==> config.mk <==
export PLATFORM = sky130hd
export DESIGN_NAME = sqroot_pulse_counter
export DESIGN_NICKNAME = d
export VERILOG_FILES = /design/src/rtl/sqrc_pkg.sv /design/src/rtl/sqrc_start_flag.sv /design/src/rtl/sqrc_span_counter.sv /design/src/rtl/sqrc_root_acc.sv /design/src/rtl/sqroot_pulse_counter.sv
export SDC_FILE = /design/constraint.sdc
export NUM_CORES = 1
export LEC_CHECK = 0
export CAP_MARGIN = 20
export CELL_PAD_IN_SITES_DETAIL_PLACEMENT = 1
export CELL_PAD_IN_SITES_GLOBAL_PLACEMENT = 1
export CORE_MARGIN = 2
export CORE_UTILIZATION = 36
export DETAILED_ROUTE_END_ITERATION = 8
export HOLD_SLACK_MARGIN = 0.1
export PLACE_DENSITY_LB_ADDON = 0.1
export SYNTH_ARGS = -nofsm -noshare
export SYNTH_HDL_FRONTEND = slang
export SYNTH_SLANG_ARGS = --single-unit
==> constraint.sdc <==
create_clock -name clk -period 1.6 [get_ports clk]
set_clock_uncertainty 0.05 [all_clocks]
set_input_delay 0.4 -clock clk [delete_from_list [all_inputs] [get_ports clk]]
set_output_delay 0.4 -clock clk [all_outputs]
set_load 0.02 [all_outputs]
==> src/rtl/sqrc_pkg.sv <==
package sqrc_pkg;
  localparam int unsigned SQRC_ROOT_W_DEF = 8;

  typedef enum logic [1:0] {
    SPAN_HOLD = 2'd0,
    SPAN_LOAD = 2'd1,
    SPAN_DOWN = 2'd2,
    SPAN_CLR  = 2'd3
  } span_op_e;
endpackage

==> src/rtl/sqrc_start_flag.sv <==
module sqrc_start_flag (
  input  logic clk,
  input  logic rst_n,
  input  logic start_i,
  input  logic pulse_i,
  output logic first_o
);
  always_ff @(posedge clk or negedge rst_n) begin
    if (!rst_n)       first_o <= 1'b1;
    else if (start_i) first_o <= 1'b1;
    else if (pulse_i) first_o <= 1'b0;
  end
endmodule

==> src/rtl/sqrc_span_counter.sv <==
module sqrc_span_counter
  import sqrc_pkg::*;
#(
  parameter int unsigned CNT_W = 7
) (
  input  logic             clk,
  input  logic             rst_n,
  input  span_op_e         op_i,
  input  logic [CNT_W-1:0] reload_i,
  output logic [CNT_W-1:0] cnt_o,
  output logic             zero_o
);
  function automatic logic [CNT_W-1:0] span_next(
    input span_op_e op, input logic [CNT_W-1:0] cur, input logic [CNT_W-1:0] rl);
    case (op)
      SPAN_LOAD: return rl;
      SPAN_DOWN: return cur - CNT_W'(1);
      SPAN_CLR:  return '0;
      default:   return cur;
    endcase
  endfunction

  logic [CNT_W-1:0] cnt_nxt;
  assign cnt_nxt = span_next(op_i, cnt_o, reload_i);

  always_ff @(posedge clk or negedge rst_n) begin
    if (!rst_n) begin
      cnt_o  <= '0;
      zero_o <= 1'b1;
    end else if (op_i != SPAN_HOLD) begin
      cnt_o  <= cnt_nxt;
      zero_o <= (cnt_nxt == '0);
    end
  end
endmodule

==> src/rtl/sqrc_root_acc.sv <==
module sqrc_root_acc #(
  parameter int unsigned ROOT_W = 8
) (
  input  logic              clk,
  input  logic              rst_n,
  input  logic              clear_i,
  input  logic              step_i,
  input  logic              first_i,
  output logic [ROOT_W-1:0] root_o
);
  function automatic logic [ROOT_W-1:0] root_step(
    input logic [ROOT_W-1:0] cur, input logic first);
    logic [ROOT_W-1:0] addend;
    addend = {{(ROOT_W-1){1'b0}}, first};
    return cur + addend + ROOT_W'(1);
  endfunction

  always_ff @(posedge clk or negedge rst_n) begin
    if (!rst_n)       root_o <= '0;
    else if (clear_i) root_o <= '0;
    else if (step_i)  root_o <= root_step(root_o, first_i);
  end
endmodule

==> src/rtl/sqroot_pulse_counter.sv <==
module sqroot_pulse_counter
  import sqrc_pkg::*;
#(
  parameter int unsigned ROOT_W = SQRC_ROOT_W_DEF
) (
  input  logic              clk,
  input  logic              rst_n,
  input  logic              start_i,
  input  logic              pulse_i,
  output logic [ROOT_W-1:0] root_o,
  output logic              zero_o
);
  localparam int unsigned CNT_W = ROOT_W - 1;

  logic             first_q;
  logic             zero_q;
  logic [CNT_W-1:0] cnt_q;
  logic [CNT_W-1:0] reload_w;
  logic             pulse_ok;
  logic             inc_fire;
  logic             load_fire;
  logic             down_fire;
  span_op_e         span_op;

  assign pulse_ok  = pulse_i & ~start_i;
  assign inc_fire  = pulse_ok & zero_q;
  assign load_fire = inc_fire;
  assign down_fire = pulse_ok & ~zero_q;

  for (genvar s = 0; s < CNT_W; s++) begin : g_reload
    assign reload_w[s] = root_o[s+1];
  end

  always_comb begin
    if (start_i)        span_op = SPAN_CLR;
    else if (load_fire) span_op = SPAN_LOAD;
    else if (down_fire) span_op = SPAN_DOWN;
    else                span_op = SPAN_HOLD;
  end

  sqrc_start_flag u_flag (
    .clk     (clk),
    .rst_n   (rst_n),
    .start_i (start_i),
    .pulse_i (pulse_i),
    .first_o (first_q)
  );

  sqrc_span_counter #(.CNT_W(CNT_W)) u_span (
    .clk      (clk),
    .rst_n    (rst_n),
    .op_i     (span_op),
    .reload_i (reload_w),
    .cnt_o    (cnt_q),
    .zero_o   (zero_q)
  );

  sqrc_root_acc #(.ROOT_W(ROOT_W)) u_root (
    .clk     (clk),
    .rst_n   (rst_n),
    .clear_i (start_i),
    .step_i  (inc_fire),
    .first_i (first_q),
    .root_o  (root_o)
  );

  assign zero_o = zero_q;
endmodule

==> impl_results.md, run 1 <==
* Clock Tree Root: clkbuf_4
* Clock slew at reported path FFs at 0.10 ns
* Clk pwr share at 12.4%
* Syn-to-layout area delta at 52.34%
* DIE WIDTH at 56.43 microns
* Initial antenna violation count at 0
* Seq pwr share at 32.4%
* Antenna cell count at 0
* Fraction of power spent switching nets at 37.57%
* Num CTS Buffers at 3
* Final setup viols at 2
* Initial Util at 36.84%
* Req. time, crit path at 1.76 ns
* ANT nets after route at 0
* Syn_nets at 115
* Pre-antenna DRT Iters at 4
* Largest net degree at the start of global routing at 18
* GRT Total Usage at 20.96%
* Syn_area_per_cell at 9.164 sq um
* WHS at 0.3839 ns
* Final Hold Fails at 0
* Vias in the first global route at 1089
* Fraction of layout instances using a drive strength above 1 at 39.74%
* Top delay family on crit path: compound AO/OA/AOI/OAI gates
* Clock tree from TritonCTS: built
* Avg WL per Cell at 15.69 microns
* TritonCTS Sinks at 17
* Sequential fraction of the synthesis area at 43.24%
* Fillers at 318
* Period minus WS final at 1.635 ns
* Critical Path End Type: register
* Core area at 2686 sq um
* Max transition margin at 83.12%
* DRC at 0
* Outcome: complete, but fails checks
* Startpoint types: register
* Post-synth cell types at 37
* Syn Inst Count at 108
* Final WS setup at -0.03477 ns
* Area taken by multi-input logic gates at 615.6 sq um
* Cell area after synthesis at 989.7 sq um
* Pleak at 0.7167 nW
* Worst skew pair latency at 0.29 ns
* RePlAce Congestion at 0.7658
* Max frequency at 611.7 MHz
* RSZ-0062 raised after global routing: yes
* Htree depth at 1
* CP peak stage delay at 0.47 ns
* Initial DRC Count at 21
* Worst-Margin Slew at 0.2506 ns
* Vias per inst at 5.231
* Register area at 427.9 sq um
* Critical Path AT at 1.79 ns
* Layout Nets at 159
* Post-CTS Hold Fix Bufs at 0
* Row count at 19
* Fin crit share at 102.2%
* Die Y at 56.43 microns
* Peak supply drop at 0.7782 mV
* Final WL at 2.855 mm
* Power per Cell Area at 1216 nW/um^2
* Ys Warns at 0
* Global-route wire length before repair at 5.147 mm
* Bufs and invs on worst path at 0
* Combinational fraction of design power at 55.2%
* Clock Path Buffers at 2
* Detailed placement HPWL at 2.122 mm
* Max-cap violations at 0
* Via Count at 952
* Io pins at 13
* Flop and latch count out of synthesis at 17
* Crit path kind: register to register
* Die area at 3184 sq um
* Crit-path max FO at 4
* Hold/Removal Path Class: input pin to async pin
* Slowest library cell on the worst path: dfrtp_1
* Internal power component at 1.145 mW
* Gr ovfl total at 0
* Total negative setup slack at -0.05621 ns
* Failing checks: setup timing
* Sw power at 689.1 uW
* Placed cell count at 172
* Critical-path cell list: nor3_4, a31oi_1, o21ai_1, a21oi_4, o31ai_1
* Post-Layout Cell Count at 182
* # port buffers at 12
* Max-slew violations at 0
cell families after synthesis:
family	Yosys count	synth area share (%)
AO/OA/AOI/OAI	22	14.92
XOR/XNOR	4	3.539
adder cells (fa/ha/maj)	3	3.793
buffers and inverters	14	7.078
flip-flops	17	43.24
multiplexers	5	5.057
AND/OR/NAND/NOR	43	22.38
routing by layer:
| metal | GRT usage (%) | routed length, microns | vias up |
|---|---|---|---|
| li1 | - | - | 468 |
| met1 | 26.72 | 1364 | 461 |
| met2 | 35.22 | 1365 | 16 |
| met3 | 3.226 | 69 | 7 |
| met4 | 8.503 | 57 | 0 |
| met5 | 0 | 0 | - |
registers in the layout (all words and copies together) (netlist names):
signal          count
u_flag.first_o      1
u_root.root_o       8
u_span.cnt_o        7
u_span.zero_o       1
cell usage after synthesis (all sizes together):
| library cell | count | area (sq um) |
|---|---|---|
| nor2 | 17 | 63.81 |
| dfrtp | 15 | 375.4 |
| inv | 9 | 33.78 |
| nand2 | 9 | 33.78 |
| o21ai | 8 | 40.04 |
| mux2i | 5 | 50.05 |
| xor2 | 4 | 35.03 |
| buf | 3 | 27.52 |
| ha | 3 | 37.54 |
| nand4 | 3 | 18.77 |
| nor3 | 3 | 26.28 |
| a211oi | 2 | 15.01 |
| a21oi | 2 | 10.01 |
| clkbuf | 2 | 8.750 |
| dfstp | 2 | 52.55 |
| o211ai | 2 | 15.01 |
| or3 | 2 | 12.51 |
| a2111o | 1 | 11.26 |
| a221oi | 1 | 8.760 |
| a22o | 1 | 8.760 |
| a22oi | 1 | 7.510 |
| a2bb2oi | 1 | 8.760 |
| a31oi | 1 | 6.260 |
| a32oi | 1 | 8.760 |
| and2 | 1 | 6.260 |
| and3 | 1 | 6.260 |
| and4 | 1 | 8.760 |
| nand3 | 1 | 5.000 |
| nand4bb | 1 | 11.26 |
| nor2b | 1 | 6.260 |
| nor3b | 1 | 7.510 |
| nor4 | 1 | 6.260 |
| nor4b | 1 | 8.760 |
| o31ai | 1 | 7.510 |
worst register-to-register path, delay by kind of cell (launching register included):
family	cells	cell delay, ns
and+or+nand+nor	1	0.31
DFF	1	0.47
AOI/OAI and AO/OA	4	0.72
worst paths after layout:
check / slack [ns] / cells after the start / to / from
worst max-delay path: -0.03 / 5 / u_span.zero_o / u_span.cnt_o[3]
max in group asynchronous: 0.86 / 2 / u_span.zero_o / rst_n
min in group clk: 0.50 / 1 / u_root.root_o[7] / u_root.root_o[7]
worst min register to register: 0.50 / 1 / u_root.root_o[7] / u_root.root_o[7]
worst max register to register: -0.03 / 5 / u_span.zero_o / u_span.cnt_o[3]
worst min-delay path: 0.38 / 2 / u_span.cnt_o[0] / rst_n
power by group through the flow:
| stage | logic, mW | registers (mW) | clock network, mW |
|---|---|---|---|
| floorplan | 0.447 | 0.617 | 0 |
| global placement | 0.728 | 0.578 | 0 |
| detailed placement | 0.758 | 0.584 | 0 |
| CTS | 0.899 | 0.587 | 0.240 |
| global route | 1.11 | 0.606 | 0.260 |
| finish | 1.01 | 0.594 | 0.228 |
cells in the final DEF, fill, tap and decap left out, types with 4 or more instances in the layout:
cell and n:
buf_4 29, nand2_1 7, xor2_1 4, dlygate4sd2_1 8, o21ai_0 6, nor2_1 14
buf_6 4, mux2i_1 5, inv_1 5, dfrtp_1 15
through the flow:
step / util, % / total power [mW] / instance area [sq um] / setup slack, ns
after floorplan: - / 1.063 / 997.2 / 0.002597
after global placement: 48.95 / 1.307 / 1315 / -0.2414
after detailed placement: 48.95 / 1.343 / 1315 / -0.3184
after CTS: 53.75 / 1.726 / 1444 / -0.09199
after global routing: 56.12 / 1.978 / 1508 / -0.1360
final: 56.12 / 1.834 / 1508 / -0.03477
cell type report:
type	count	area share (%)
multi-input combinational	77	40.83
tap	31	2.573
inverter	9	2.407
sequential	17	28.38
timing repair buffer	44	24.07
clock buffer	4	1.743
repair_timing:
action	in CTS	in global routing
pin swaps	11	15
endpoints found under the setup margin	13	7
gates resized for setup	33	15
buffers inserted	6	2
(Power assumes the default switching activity.)
==> inputs of run 2 (changes only) <==
--- a/config.mk
+++ b/config.mk
@@ -9,10 +9,13 @@
 export CELL_PAD_IN_SITES_DETAIL_PLACEMENT = 1
 export CELL_PAD_IN_SITES_GLOBAL_PLACEMENT = 1
 export CORE_MARGIN = 2
-export CORE_UTILIZATION = 36
+export CORE_UTILIZATION = 42
+export CTS_CLUSTER_DIAMETER = 200
 export DETAILED_ROUTE_END_ITERATION = 8
+export DONT_BUFFER_PORTS = 1
 export HOLD_SLACK_MARGIN = 0.1
 export PLACE_DENSITY_LB_ADDON = 0.1
+export SETUP_SLACK_MARGIN = 0.02
 export SYNTH_ARGS = -nofsm -noshare
 export SYNTH_HDL_FRONTEND = slang
 export SYNTH_SLANG_ARGS = --single-unit
==> impl_results.md, run 2 (synthesis results as in run 1) <==
* Clock slew at reported path FFs at 0.10 ns
* Total negative setup slack at -0.1802 ns
* Period minus WS final at 1.724 ns
* Final Hold Fails at 0
* Pre-antenna DRT Iters at 4
* Max frequency at 580.1 MHz
* Largest regs: u_root.root_o: 8 flops, u_span.cnt_o: 7 flops
* # port buffers at 0
* Via Count at 919
* Crit-path max FO at 3
* Hold/Removal Path Class: input pin to register
* Fillers at 258
* Critical Path AT at 1.88 ns
* Worst skew pair latency at 0.29 ns
* Peak supply drop at 0.6917 mV
* Global-route wire length before repair at 4.740 mm
* Power per Cell Area at 1275 nW/um^2
* Pleak at 0.5897 nW
* Detailed placement HPWL at 1.994 mm
* Die Y at 52.55 microns
* Worst-Margin Slew at 0.8079 ns
* Outcome: complete, but fails checks
* Io pins at 13
* Flip-flop count of the largest register after layout at 8
* Vias in the first global route at 945
* Commonest non-fill, non-tap cells in the layout: buf_4, nor2_1, dfrtp_1
* Row count at 17
* GRT Total Usage at 24.08%
* Total power at 1.666 mW
* Initial Util at 44.74%
* Failing checks: setup timing
* Clock Tree Root: clkbuf_4
* Most common cell after layout, fill and taps aside: buf_4
* Max transition margin at 45.96%
* Fin crit share at 107.7%
* Initial antenna violation count at 0
* Clock Path Buffers at 2
* Vias per inst at 5.744
* Critical Path End Type: register
* Final WL at 2.855 mm
* Final setup viols at 2
* DIE WIDTH at 52.55 microns
* Die area at 2761 sq um
* HP Start: start_i
* RSZ-0062 raised after global routing: yes
* Num CTS Buffers at 3
* Htree depth at 1
* TritonCTS Sinks at 17
* DRC at 0
* Startpoint types: register
* Antenna cell count at 0
* Layout Nets at 140
* Req. time, crit path at 1.76 ns
* Largest net degree at the start of global routing at 18
* Max-slew violations at 0
* Final WS setup at -0.1239 ns
* Fraction of layout instances using a drive strength above 1 at 33.33%
* Initial DRC Count at 10
* WHS at 0.1136 ns
* ANT nets after route at 0
* Biggest register: u_root.root_o
* Max-cap violations at 0
* RePlAce Congestion at 0.7842
* Avg WL per Cell at 17.84 microns
* Core area at 2212 sq um
* Clock tree from TritonCTS: built
* CP startpoint: u_span.cnt_o[1]
* Gr ovfl total at 0
* Syn-to-layout area delta at 31.98%
* Crit path kind: register to register
* Reg2reg start: u_span.cnt_o[1]
-- run 2: cell types whose count changed in the layout (fill, tap and decap cells not counted), moves of 2 or more --
cell,change
buf_6,-3
buf_4,-8
dlygate4sd2_1,-8
nor2_2,-2
nor2_1,+3
clkdlybuf4s50_1,-3
dlygate4sd3_1,+3
-- run 2: area by class of cell --
| cell class | count | area (sq um) | share of cell area [%] |
|---|---|---|---|
| Multi-Input combinational cell | 77 | 581.8 | 44.54 |
| Sequential cell | 17 | 427.9 | 32.76 |
| Timing Repair Buffer | 25 | 198.9 | 15.23 |
| Inverter | 9 | 36.28 | 2.778 |
| Tap cell | 28 | 35.03 | 2.682 |
| Clock buffer | 4 | 26.28 | 2.011 |
-- run 2: per-layer routing --
layer,wire (microns),track usage (%),vias up
li1,-,-,431
met1,1261,31.40,475
met2,1519,40.42,11
met3,57,4.000,2
met4,17,7.692,0
met5,0,0,-
-- run 2: per-stage QoR --
| step | util (%) | worst slack [ns] | std cells | area (sq um) |
|---|---|---|---|---|
| final | 59.05 | -0.1239 | 160 | 1306 |
| after global routing | 59.05 | -0.2238 | 160 | 1306 |
| after CTS | 55.60 | -0.08061 | 157 | 1230 |
| after detailed placement | 51.13 | -0.1120 | 149 | 1131 |
| after global placement | 51.13 | -0.02847 | 149 | 1131 |
| after floorplan | - | 0.01067 | 108 | 997.2 |
-- run 2: final timing paths --
path / depth (start not counted) / slack (ns) / end
worst max register to register: 7 / -0.12 / u_span.zero_o
worst min-delay path: 1 / 0.11 / u_root.root_o[2]
max in group asynchronous: 1 / 0.42 / u_root.root_o[3]
min in group asynchronous: 1 / 0.58 / u_span.cnt_o[4]
worst min register to register: 2 / 0.46 / u_flag.first_o
worst max-delay path: 7 / -0.12 / u_span.zero_o
-- run 2: critical path: stages (launching register included) --
cell and delay [ns]:
dfrtp_1 0.39, inv_1 0.11, ha_4 0.15, nor3b_4 0.19, mux2i_1 0.26, or3_1 0.15
nand4bb_1 0.10, o31ai_1 0.25
-- run 2: power breakdown --
part | internal (mW) | leakage, nW | total, mW | switching [mW]
combinational | 0.436 | 0.349 | 0.818 | 0.382
sequential | 0.508 | 0.226 | 0.612 | 0.104
clock | 0.0968 | 0.0150 | 0.236 | 0.139
total | 1.04 | 0.590 | 1.67 | 0.625
-- run 2: repair_timing --
item / in CTS / in global routing
hold buffers: 2 / 1
buffers inserted: 2 / 2
endpoints found under the setup margin: 5 / 7
pin swaps: 3 / 7
hold endpoints to repair: 18 / 7
gates resized for setup: 10 / 12
